--- src/rtl/dbc_pkg.sv ---
package dbc_pkg;

    typedef enum logic [1:0] {
        SRC_BMOV  = 2'd0,
        SRC_FETCH = 2'd1,
        SRC_TABLE = 2'd2,
        SRC_RSVD  = 2'd3
    } ld_src_e;

    typedef enum logic [1:0] {
        ST_IDLE  = 2'd0,
        ST_COUNT = 2'd1,
        ST_DONE  = 2'd2
    } dbc_state_e;

endpackage

--- src/rtl/dbc_load_sel.sv ---
module dbc_load_sel
    import dbc_pkg::*;
#(
    parameter int CNT_W  = 24,
    parameter int WORD_W = 32
) (
    input  logic              ld_valid,
    input  logic [1:0]        ld_src,
    input  logic [WORD_W-1:0] insn_word,
    input  logic [CNT_W-1:0]  offset_in,
    input  logic              tgt_mode,
    input  logic              cmd_phase,
    output logic              ld_take,
    output logic              ld_arm,
    output logic [CNT_W-1:0]  ld_val,
    output logic              ld_zero_err
);

    ld_src_e src_e;
    logic    exempt;

    assign src_e  = ld_src_e'(ld_src);
    assign exempt = tgt_mode && cmd_phase;

    always_comb begin
        ld_take = 1'b0;
        ld_arm  = 1'b0;
        ld_val  = '0;
        unique case (src_e)
            SRC_BMOV: begin
                ld_take = ld_valid;
                ld_arm  = ld_valid;
                ld_val  = insn_word[CNT_W-1:0];
            end
            SRC_FETCH: begin
                ld_take = ld_valid;
                ld_val  = insn_word[CNT_W-1:0];
            end
            SRC_TABLE: begin
                ld_take = ld_valid;
                ld_val  = offset_in;
            end
            SRC_RSVD: begin
                ld_take = 1'b0;
            end
        endcase
    end

    assign ld_zero_err = ld_arm && (ld_val == '0) && !exempt;

endmodule

--- src/rtl/dbc_step.sv ---
module dbc_step #(
    parameter int CNT_W  = 24,
    parameter int XFER_W = 4
) (
    input  logic              dir_send,
    input  logic              fill_vld,
    input  logic [XFER_W-1:0] fill_bytes,
    input  logic              wr_vld,
    input  logic [XFER_W-1:0] wr_bytes,
    input  logic [CNT_W-1:0]  cur_cnt,
    output logic              stb,
    output logic [CNT_W-1:0]  nxt_cnt,
    output logic              over,
    output logic              hits_zero
);

    localparam int PAD_W = CNT_W - XFER_W;

    logic [XFER_W-1:0] bytes;
    logic [CNT_W-1:0]  amount;

    always_comb begin
        stb    = dir_send ? fill_vld   : wr_vld;
        bytes  = dir_send ? fill_bytes : wr_bytes;
        amount = {{PAD_W{1'b0}}, bytes};
        over   = amount > cur_cnt;
        nxt_cnt = over ? '0 : (cur_cnt - amount);
        hits_zero = (nxt_cnt == '0);
    end

endmodule

--- src/rtl/dma_bytecnt.sv ---
module dma_bytecnt
    import dbc_pkg::*;
#(
    parameter int CNT_W  = 24,
    parameter int WORD_W = 32,
    parameter int XFER_W = 4
) (
    input  logic              clk,
    input  logic              rst_n,
    input  logic              host_we,
    input  logic [CNT_W-1:0]  host_wdata,
    input  logic              ld_valid,
    input  logic [1:0]        ld_src,
    input  logic [WORD_W-1:0] insn_word,
    input  logic [CNT_W-1:0]  offset_in,
    input  logic              dir_send,
    input  logic              fill_vld,
    input  logic [XFER_W-1:0] fill_bytes,
    input  logic              wr_vld,
    input  logic [XFER_W-1:0] wr_bytes,
    input  logic              tgt_mode,
    input  logic              cmd_phase,
    output logic [CNT_W-1:0]  count,
    output logic              done,
    output logic              illegal_irq,
    output logic              overrun
);

    dbc_state_e       state_q, state_d;
    logic [CNT_W-1:0] cnt_q, cnt_d;
    logic             irq_q, irq_d, ovr_q, ovr_d;

    logic             ld_take, ld_arm, ld_zero_err;
    logic [CNT_W-1:0] ld_val;
    logic             stb, over, hits_zero;
    logic [CNT_W-1:0] nxt_cnt;

    dbc_load_sel #(.CNT_W(CNT_W), .WORD_W(WORD_W)) u_load (
        .ld_valid    (ld_valid),
        .ld_src      (ld_src),
        .insn_word   (insn_word),
        .offset_in   (offset_in),
        .tgt_mode    (tgt_mode),
        .cmd_phase   (cmd_phase),
        .ld_take     (ld_take),
        .ld_arm      (ld_arm),
        .ld_val      (ld_val),
        .ld_zero_err (ld_zero_err)
    );

    dbc_step #(.CNT_W(CNT_W), .XFER_W(XFER_W)) u_step (
        .dir_send   (dir_send),
        .fill_vld   (fill_vld),
        .fill_bytes (fill_bytes),
        .wr_vld     (wr_vld),
        .wr_bytes   (wr_bytes),
        .cur_cnt    (cnt_q),
        .stb        (stb),
        .nxt_cnt    (nxt_cnt),
        .over       (over),
        .hits_zero  (hits_zero)
    );

    // Next-state: host write > load > transfer strobe
    always_comb begin
        state_d = state_q;
        cnt_d   = cnt_q;
        irq_d   = 1'b0;
        ovr_d   = 1'b0;
        if (host_we) begin                               // T_WRITE
            cnt_d   = host_wdata;
            state_d = (host_wdata == '0) ? ST_DONE : ST_COUNT;
        end else if (ld_take) begin
            cnt_d = ld_val;
            irq_d = ld_zero_err;
            if (ld_arm)                                  // T_ARM
                state_d = (ld_val == '0) ? ST_DONE : ST_COUNT;
            else                                         // T_HOLD
                state_d = ST_IDLE;
        end else begin
            unique case (state_q)
                ST_COUNT: begin
                    if (stb) begin
                        cnt_d = nxt_cnt;                 // T_STEP
                        ovr_d = over;                    // T_OVERRUN
                        if (hits_zero)
                            state_d = ST_DONE;           // T_EXHAUST
                    end
                end
                ST_IDLE, ST_DONE: begin
                    state_d = state_q;
                end
                default: state_d = ST_IDLE;
            endcase
        end
    end

    // State register
    always_ff @(posedge clk or negedge rst_n) begin
        if (!rst_n) begin
            state_q <= ST_IDLE;
            irq_q   <= 1'b0;
            ovr_q   <= 1'b0;
        end else begin
            state_q <= state_d;
            irq_q   <= irq_d;
            ovr_q   <= ovr_d;
        end
    end

    // Count has no reset value
    always_ff @(posedge clk) begin
        cnt_q <= cnt_d;
    end

    // Outputs
    always_comb begin
        count       = cnt_q;
        done        = (state_q == ST_DONE);
        illegal_irq = irq_q;
        overrun     = ovr_q;
    end

    // Assertions
    p_write_prio_r1: assert property (@(posedge clk) disable iff (!rst_n)
        $past(host_we) |-> (count == $past(host_wdata)));

    p_done_zero_r4: assert property (@(posedge clk) disable iff (!rst_n)
        done |-> (count == '0));

    p_done_hold_r4: assert property (@(posedge clk) disable iff (!rst_n)
        (done && !host_we && !ld_valid) |=> (done && $stable(count)));

    p_irq_zero_r5: assert property (@(posedge clk) disable iff (!rst_n)
        illegal_irq |-> (done && count == '0));

    p_irq_exempt_r5: assert property (@(posedge clk) disable iff (!rst_n)
        illegal_irq |-> !$past(tgt_mode && cmd_phase));

    p_idle_hold_r6: assert property (@(posedge clk) disable iff (!rst_n)
        (state_q == ST_IDLE && !host_we && !ld_valid) |=> $stable(count));

    p_ovr_sat_r7: assert property (@(posedge clk) disable iff (!rst_n)
        overrun |-> (done && count == '0));

endmodule

--- config.mk ---
export PLATFORM = sky130hd
export DESIGN_NAME = dma_bytecnt
export DESIGN_NICKNAME = d
export VERILOG_FILES = /design/src/rtl/dbc_pkg.sv /design/src/rtl/dbc_load_sel.sv /design/src/rtl/dbc_step.sv /design/src/rtl/dma_bytecnt.sv
export SDC_FILE = /design/constraint.sdc
export NUM_CORES = 1
export LEC_CHECK = 0
export ABC_CLOCK_PERIOD_IN_PS = 4400
export BUFFER_PORTS_ARGS = -buffer_cell sky130_fd_sc_hd__buf_4
export CAP_MARGIN = 10
export CORE_MARGIN = 2
export CORE_UTILIZATION = 52
export DETAILED_ROUTE_END_ITERATION = 12
export PLACE_DENSITY = 0.94
export REMOVE_ABC_BUFFERS = 1
export SLEW_MARGIN = 25
export SYNTH_ARGS = -nofsm -noshare
export SYNTH_HDL_FRONTEND = slang
export SYNTH_SLANG_ARGS = --single-unit
--- constraint.sdc ---
create_clock -name clk -period 4.4 [get_ports clk]
set_clock_uncertainty 0.1 [all_clocks]
set_input_delay 0.22 -clock clk [delete_from_list [all_inputs] [get_ports clk]]
set_output_delay 0.22 -clock clk [all_outputs]
set_load 0.01 [all_outputs]
==> flow_summary.toml, run 1 <==
[hold_path]
hold_depth = 2
worstHoldPathType = "primary input to flip-flop"
worst_hold_path.endpoint = "illegal_irq$_DFF_PN0_"
min-delay-start = "cmd_phase"

[timing]
setup_viol = 0
max_freq_mhz = 309
setup_ws_ns = 1.16
relSlewSlack_pct = 31.4
whs_ns = 0.00902
hold_viol = 0
min_period_ns = 3.24
fin_crit_sh_pct = 73.6
rsz0062_at_grt = "no"
setup_tns_ns = 0
drv_slew = 0
tightest_slew_ns = 1.03

[critical_path]
crit_path_end_kind = "flip-flop"
r2r_cells = 7
crit_family = "simple AND/OR/NAND/NOR gates"
worst_ep_required_time_ns = 4.35
rrSetupSlack_ns = 1.16
crit_type = "flip-flop to flip-flop"
crit_arrival_ns = 3.19
cp_num_buf_inv = 0
cp.depth = 7
reg2reg_to = "count[22]$_DFFE_PP_"
cpPeakStageDelay_ns = 0.59
r2r_start = "count[13]$_DFFE_PP_"
setup.worst_path.start_class = "flip-flop"
crit_slowest_cell = "or4_4"
critPathMaxFanout = 11
path_cells = "or4_4 > or2_1 > nor3_2 > and3_1 > nor2_1 > a221oi_1 > a21oi_1"

[logic_synthesis]
synth_area_leaders = "edfxtp_1 (25%), a21oi_1 (4.8%), nand3b_1 (4.8%), nor3_1 (4.2%), dfrtp_1 (3.5%)"
syn_avg_cell_area_um2 = 7.89
synth_cells = 360
synth_top_area_share_pct = 25.4
synthesis.area_mm2 = 0.00284
synth_edf_count = 24
ys_types = 54
ys_seq_elements = 28
synthArstFlopShare_pct = 14.3
synth_warnings = 0
synth_top_cell_by_area = "edfxtp_1"
ys.flop_type = "edfxtp_1"
ys_seq_area_share_pct = 28.9

[floorplan]
die_w_um = 77.9
start_util_pct = 54.6
ios = 126
chipHeight_um = 77.9
num_rows = 26
dieArea_mm2 = 0.00607
core_mm2 = 0.00520

[detailed_routing]
vias = 3378
drc = 0
top_layer_used = "met4"
ant_nets = 0
wl_met3_um = 886
postRouteWirelength_um = 9240
routed_via_density = 6.37
drt_iter0_drc = 418
route.met2.wl_um = 4210
wl_met1_um = 3840
wire_per_inst_um = 17.4
first_pass_iters = 6

[place]
numPortBuffers = 117
dpl.cell_count = 525
gp_congestion = 0.948
dpl.hpwl_um = 7090
dp_slack_ns = 0.950

[global_routing]
grt_max_degree = 55
grt_pass1_vias = 3156
track_usage_pct = 30.3
antenna_found_initial = 0
grt_pass1_wl_um = 14900
overflow = 0

[power]
power_density_mw_per_mm2 = 255
p_leak_nw = 1.60
ir_drop_mv = 0.147

[layout]
final-seq-area_um2 = 821
most-common-layout-cells = "buf_4 (118), a21oi_1 (27), nand2_1 (25)"
fin_cells = 530
multiInputGateArea_mm2 = 0.00183
insertedDiodeCount = 0
mostFrequentLayoutCell = "buf_4"
layout.nets = 565
areaGrowthSynthToFinish_pct = 33.2
fill_cells = 432
drive_gt1_share_pct = 28.0

[clocking]
cts_tree = "done"
clock_path_buffers = 2
clock_latency_ns = 0.30
post_cts_resize_count = 0
cts_sinks = 28
cts_hold_buf = 1
root_buffer = "clkbuf_8"
path_clk_slew_ns = 0.11
postCtsSetupRepairBufs = 0
htree_levels = 1
cts_buffers = 3

[outcome]
outcome = "finished, final reports clean"

[run]
max_cap_violations = 0
==> flip-flops by register name, summed over array words and instances (netlist names) <==
name and cells:
state_q 2, overrun 1, count 24, illegal_irq 1
==> worst max path at each step <==
stage | startpoint | to
2_1_floorplan | count[14]$_DFFE_PP_ | count[23]$_DFFE_PP_
3_3_place_gp | dir_send | count[13]$_DFFE_PP_
4_1_cts | count[13]$_DFFE_PP_ | count[22]$_DFFE_PP_
6_report | count[13]$_DFFE_PP_ | count[22]$_DFFE_PP_
5_1_grt | count[0]$_DFFE_PP_ | count[13]$_DFFE_PP_
3_5_place_dp | dir_send | count[13]$_DFFE_PP_
==> routing by layer <==
layer | global-route usage, % | vias to the layer above
met1 | 40.5 | 1536
li1 | - | 1565
met5 | 0 | -
met3 | 4.77 | 36
met2 | 49.0 | 241
met4 | 12.3 | 0
==> metrics by stage <==
stage	power, W	area, um^2	util [%]
3_3_place_gp	0.000769	3720	71.4
4_1_cts	0.000946	3780	72.7
6_report	0.000966	3780	72.7
5_1_grt	0.00101	3780	72.7
3_5_place_dp	0.000783	3720	71.4
2_1_floorplan	0.000587	2750	-
==> synthesized netlist by cell type (4+ instances only) <==
library cell,number
nand2b_1,15
a21oi_1,27
edfxtp_1,24
xor2_1,7
xnor2_1,7
nor3_1,24
inv_1,24
a211oi_1,11
ha_1,4
nand3b_1,18
or3_1,4
and3_1,5
o2111ai_1,9
mux2i_1,5
nor2_1,20
nor2b_1,5
clkbuf_1,20
a22oi_1,4
nor4_1,15
nand3_1,5
nand4_1,6
dfrtp_1,4
o31ai_1,6
o21ai_0,20
nand2_1,25
==> where the power goes <==
group	switching (W)	internal, W
Sequential	0.0000446	0.000333
Clock	0.0000964	0.0000808
Combinational	0.000217	0.000194
==> cell type report <==
class	instances	area share (%)
sequential	28	21.7
multi-input combinational	285	48.5
timing repair buffer	119	23.7
inverter	24	2.38
tap	70	2.31
clock buffer	4	1.46
==> kinds of logic (layout without fill, tap and decap cells) <==
kind of cell | count (synthesis) | count (layout) | synth area share [%]
AND/OR/NAND/NOR | 151 | 151 | 29.7
multiplexers | 7 | 7 | 2.55
buffers and inverters | 47 | 147 | 6.56
flip-flops | 28 | 28 | 28.9
adder cells (fa/ha/maj) | 5 | 5 | 2.47
AO/OA/AOI/OAI | 108 | 108 | 25.5
XOR/XNOR | 14 | 14 | 4.32
Note: power is estimated with default switching activity, not from simulation.
==> run 2, diff against run 1 <==
Settings changed: ABC_CLOCK_PERIOD_IN_PS 4400 to 3300, CORE_UTILIZATION 52 to 48, PLACE_DENSITY 0.94 to 0.88.
Clock period 4.4 ns to 3.3 ns, I/O delays scaled along.
==> flow_summary.toml, run 2 (synthesis results as in run 1) <==
[place]
dp_slack_ns = 0.217
dpl_cell_area_mm2 = 0.00378
gp_congestion = 0.879
numPortBuffers = 117
dpl.hpwl_um = 7260

[clocking]
cts_tree = "done"
clock_latency_ns = 0.28
path_clk_slew_ns = 0.10
htree_levels = 1
post_cts_resize_count = 0
cts_sinks = 28
postCtsSetupRepairBufs = 0
cts_buffers = 3
root_buffer = "clkbuf_8"
clock_path_buffers = 2

[timing]
rsz0062_at_grt = "no"
fin_crit_sh_pct = 89.3
setup_viol = 0
whs_ns = 0.0644
setup_tns_ns = 0
setup_ws_ns = 0.354
max_freq_mhz = 339
hold_viol = 0
tightest_slew_ns = 0.688
relSlewSlack_pct = 53.6
min_period_ns = 2.95
drv_slew = 0

[global_routing]
grt_max_degree = 55
antenna_found_initial = 0
grt_pass1_vias = 2899
track_usage_pct = 28.2
grt_pass1_wl_um = 14200
overflow = 0

[critical_path]
crit_family = "simple AND/OR/NAND/NOR gates"
setup.worst_path.start_class = "flip-flop"
path_cells = "or4_4 > or2_1 > nor3_2 > nand3_1 > a21oi_1 > a211oi_1 > a21o_1"
critPathMaxFanout = 7
cpPeakStageDelay_ns = 0.61
worst_ep_required_time_ns = 3.25
crit_arrival_ns = 2.90
crit_path_end_kind = "flip-flop"
cp_num_buf_inv = 0
crit_slowest_cell = "or4_4"
crit_type = "flip-flop to flip-flop"

[detailed_routing]
ant_nets = 0
vias = 3283
wire_per_inst_um = 17.0
first_pass_iters = 5
drc = 0
drt_iter0_drc = 306
postRouteWirelength_um = 9250
routed_via_density = 6.02

[power]
total_power_w = 0.00126
p_leak_nw = 1.64
power_density_mw_per_mm2 = 327
ir_drop_mv = 0.198

[run]
max_cap_violations = 0

[layout]
most-common-layout-cells = "buf_4 (126), a21oi_1 (27), nand2_1 (25)"
fill_cells = 518
mostFrequentLayoutCell = "buf_4"
multiInputGateArea_mm2 = 0.00183
insertedDiodeCount = 0
final-seq-area_um2 = 821
drive_gt1_share_pct = 28.9
layout.nets = 575
final_cell_area_mm2 = 0.00386
areaGrowthSynthToFinish_pct = 35.8
largest_register_ffs = 24

[outcome]
outcome = "finished, final reports clean"

[floorplan]
die_w_um = 80.9
num_rows = 28
chipHeight_um = 80.9
core_mm2 = 0.00582
ios = 126
dieArea_mm2 = 0.00655
start_util_pct = 48.9

[hold_path]
worstHoldPathType = "primary input to flip-flop"
==> run 2: cell count changes in the layout (fill, tap and decap cells not counted), sizes merged <==
cell | before | now
dlygate4sd3 | 1 | 3
buf | 118 | 126
==> run 2: report_power, final <==
part	internal, W	switching [W]	total [W]
registers	0.000443	0.0000540	0.000497
clock network	0.0000869	0.000115	0.000202
logic	0.000271	0.000291	0.000562
==> run 2: cell type report <==
type                            count  share of cell area (%)
Tap cell                           75                    2.43
Timing Repair Buffer              129                    25.3
Inverter                           24                    2.33
Clock buffer                        4                    1.17
Sequential cell                    28                    21.3
Multi-Input combinational cell    285                    47.5
==> run 2: per-stage QoR <==
stage / instances / utilization (%)
2_1_floorplan: 337 / -
3_3_place_gp: 538 / 65.1
3_5_place_dp: 538 / 65.1
4_1_cts: 545 / 66.4
5_1_grt: 545 / 66.4
6_report: 545 / 66.4
==> run 2: metal layers <==
metal  part of all wire (%)  global-route usage (%)  vias to the layer above
met4                    1.1                    4.75                        0
met1                     43                    39.8                     1517
met3                    7.6                    2.44                       10
li1                       -                       -                     1589
met2                     48                    47.7                      167
met5                      0                       0                        -
==> run 2: worst register-to-register path: stages, from the launching register on <==
cell,delay [ns]
edfxtp_1,0.48
or4_4,0.61
or2_1,0.32
nor3_2,0.31
nand3_1,0.38
a21oi_1,0.28
a211oi_1,0.07
a21o_1,0.17
==> run 2: repair_timing <==
item                                   4_1_cts  5_1_grt
endpoints found under the hold margin        5        0
hold buffers                                 3        0
setup endpoints to repair                    0        0
==> run 2: path summary, 6_finish.rpt <==
| path | endpoint | cells past startpoint | slack [ns] | startpoint |
|---|---|---|---|---|
| min in group asynchronous | state_q[1]$_DFFE_PN0P_ | 2 | 0.10 | rst_n |
| max in group asynchronous | state_q[0]$_DFFE_PN0P_ | 2 | 2.90 | rst_n |
| worst min-delay path | count[2]$_DFFE_PP_ | 3 | 0.06 | host_wdata[2] |
| worst max-delay path | count[11]$_DFFE_PP_ | 7 | 0.35 | count[14]$_DFFE_PP_ |
| worst max register to register | count[11]$_DFFE_PP_ | 7 | 0.35 | count[14]$_DFFE_PP_ |
| worst min register to register | state_q[1]$_DFFE_PN0P_ | 2 | 0.52 | state_q[1]$_DFFE_PN0P_ |
==> run 3, diff against run 2 <==
Settings changed: CORE_UTILIZATION 48 to 50, CTS_BUF_LIST from default to sky130_fd_sc_hd__clkbuf_4, PLACE_DENSITY 0.88 to 0.91.
==> flow_summary.toml, run 3 (synthesis results as in run 1) <==
[place]
numPortBuffers = 117
dpl.cell_count = 534
dpl.hpwl_um = 7290
gp_congestion = 0.974

[detailed_routing]
route.met2.wl_um = 4540
top_layer_used = "met4"
wl_met3_um = 1070
postRouteWirelength_um = 9350
wire_per_inst_um = 17.2
drc = 0
ant_nets = 0
vias = 3385
wl_met1_um = 3450
routed_via_density = 6.22
first_pass_iters = 6
drt_iter0_drc = 421

[timing]
hold_viol = 3
relSlewSlack_pct = 57.6
setup_viol = 0
fin_crit_sh_pct = 90.4
tightest_slew_ns = 0.630
drv_slew = 0
rsz0062_at_grt = "no"
whs_ns = -0.0208
min_period_ns = 2.98
max_freq_mhz = 335
setup_tns_ns = 0

[clocking]
htree_levels = 1
clock_latency_ns = 0.36
post_cts_resize_count = 0
cts_hold_buf = 3
cts_buffers = 3
cts_tree = "done"
clock_path_buffers = 2
postCtsSetupRepairBufs = 0
cts_sinks = 28
root_buffer = "clkbuf_4"
path_clk_slew_ns = 0.17

[power]
combPwrFrac_pct = 45.7
p_int_w = 0.000770
p_sw_w = 0.000466
total_power_w = 0.00124
clock_power_share_pct = 13.8
power_density_mw_per_mm2 = 320
p_leak_nw = 1.65
swShare_pct = 37.7
seqPwrFrac_pct = 40.5
ir_drop_mv = 0.178

[critical_path]
setup.worst_path.start_class = "flip-flop"
crit_path_end_kind = "flip-flop"
r2r_cells = 8
critPathMaxFanout = 7
worst_ep_required_time_ns = 3.33
crit_type = "flip-flop to flip-flop"
crit_arrival_ns = 3.01

[run]
max_cap_violations = 0

[floorplan]
num_rows = 27
core_mm2 = 0.00551
ios = 126
dieArea_mm2 = 0.00630
die_w_um = 79.4
chipHeight_um = 79.4
start_util_pct = 51.6

[layout]
final_util_pct = 70.2
mostFrequentLayoutCell = "buf_4"
largest_register_ffs = 24
fill_cells = 432
fin_cells = 544
drive_gt1_share_pct = 28.8
most-common-layout-cells = "buf_4 (125), a21oi_1 (27), nand2_1 (25)"
areaGrowthSynthToFinish_pct = 36.0
layout.nets = 577
insertedDiodeCount = 0

[global_routing]
grt_pass1_vias = 3162
grt_max_degree = 55
track_usage_pct = 29.0
overflow = 0
grt_pass1_wl_um = 14600
antenna_found_initial = 0

[outcome]
violations = "hold timing"
outcome = "finished, violations left"

[hold_path]
hold_depth = 3
worstHoldPathType = "primary input to flip-flop"
-- run 3: final timing paths --
kind | startpoint | endpoint | slack, ns
max reg2reg | count[13]$_DFFE_PP_ | count[23]$_DFFE_PP_ | 0.32
min in group asynchronous | rst_n | illegal_irq$_DFF_PN0_ | 0.03
min | host_wdata[13] | count[13]$_DFFE_PP_ | -0.02
max in group asynchronous | rst_n | state_q[1]$_DFFE_PN0P_ | 2.98
max | count[13]$_DFFE_PP_ | count[23]$_DFFE_PP_ | 0.32
min reg2reg | state_q[1]$_DFFE_PN0P_ | state_q[1]$_DFFE_PN0P_ | 0.50
-- run 3: metrics by stage --
stage	area, um^2	setup WS (ns)
detailed placement	3770	0.251
finish	3860	0.316
CTS	3830	0.372
global placement	3770	0.308
floorplan	2750	0.430
global route	3860	0.222
-- run 3: per-layer routing --
metal | vias to the layer above | track usage [%]
li1 | 1589 | -
met1 | 1503 | 36.7
met2 | 255 | 49.8
met3 | 38 | 4.64
met4 | 0 | 10.3
met5 | - | 0
-- run 3: power by group through the flow --
stage	registers [W]	clock network (W)	logic (W)
final	0.000501	0.000170	0.000565
after floorplan	0.000515	0	0.000269
after global placement	0.000504	0	0.000531
after CTS	0.000498	0.000161	0.000553
after detailed placement	0.000507	0	0.000547
after global routing	0.000507	0.000181	0.000614
-- run 3: worst max-delay path: stages, from the launching register on --
cell and delay [ns]:
edfxtp_1 0.52, or4_4 0.58, or2_1 0.33, nor3_2 0.34
and3_1 0.23, nor2_1 0.07, buf_4 0.19, o2bb2ai_1 0.12
mux2_2 0.27
-- run 3: layout make-up --
cell class | instances | area (um^2) | area share (%)
clock buffers | 4 | 30.0 | 0.777
well taps | 72 | 90.1 | 2.33
multi-input cells | 285 | 1830 | 47.5
flip-flops and latches | 28 | 821 | 21.2
repair buffers | 131 | 998 | 25.8
inverters | 24 | 90.1 | 2.33
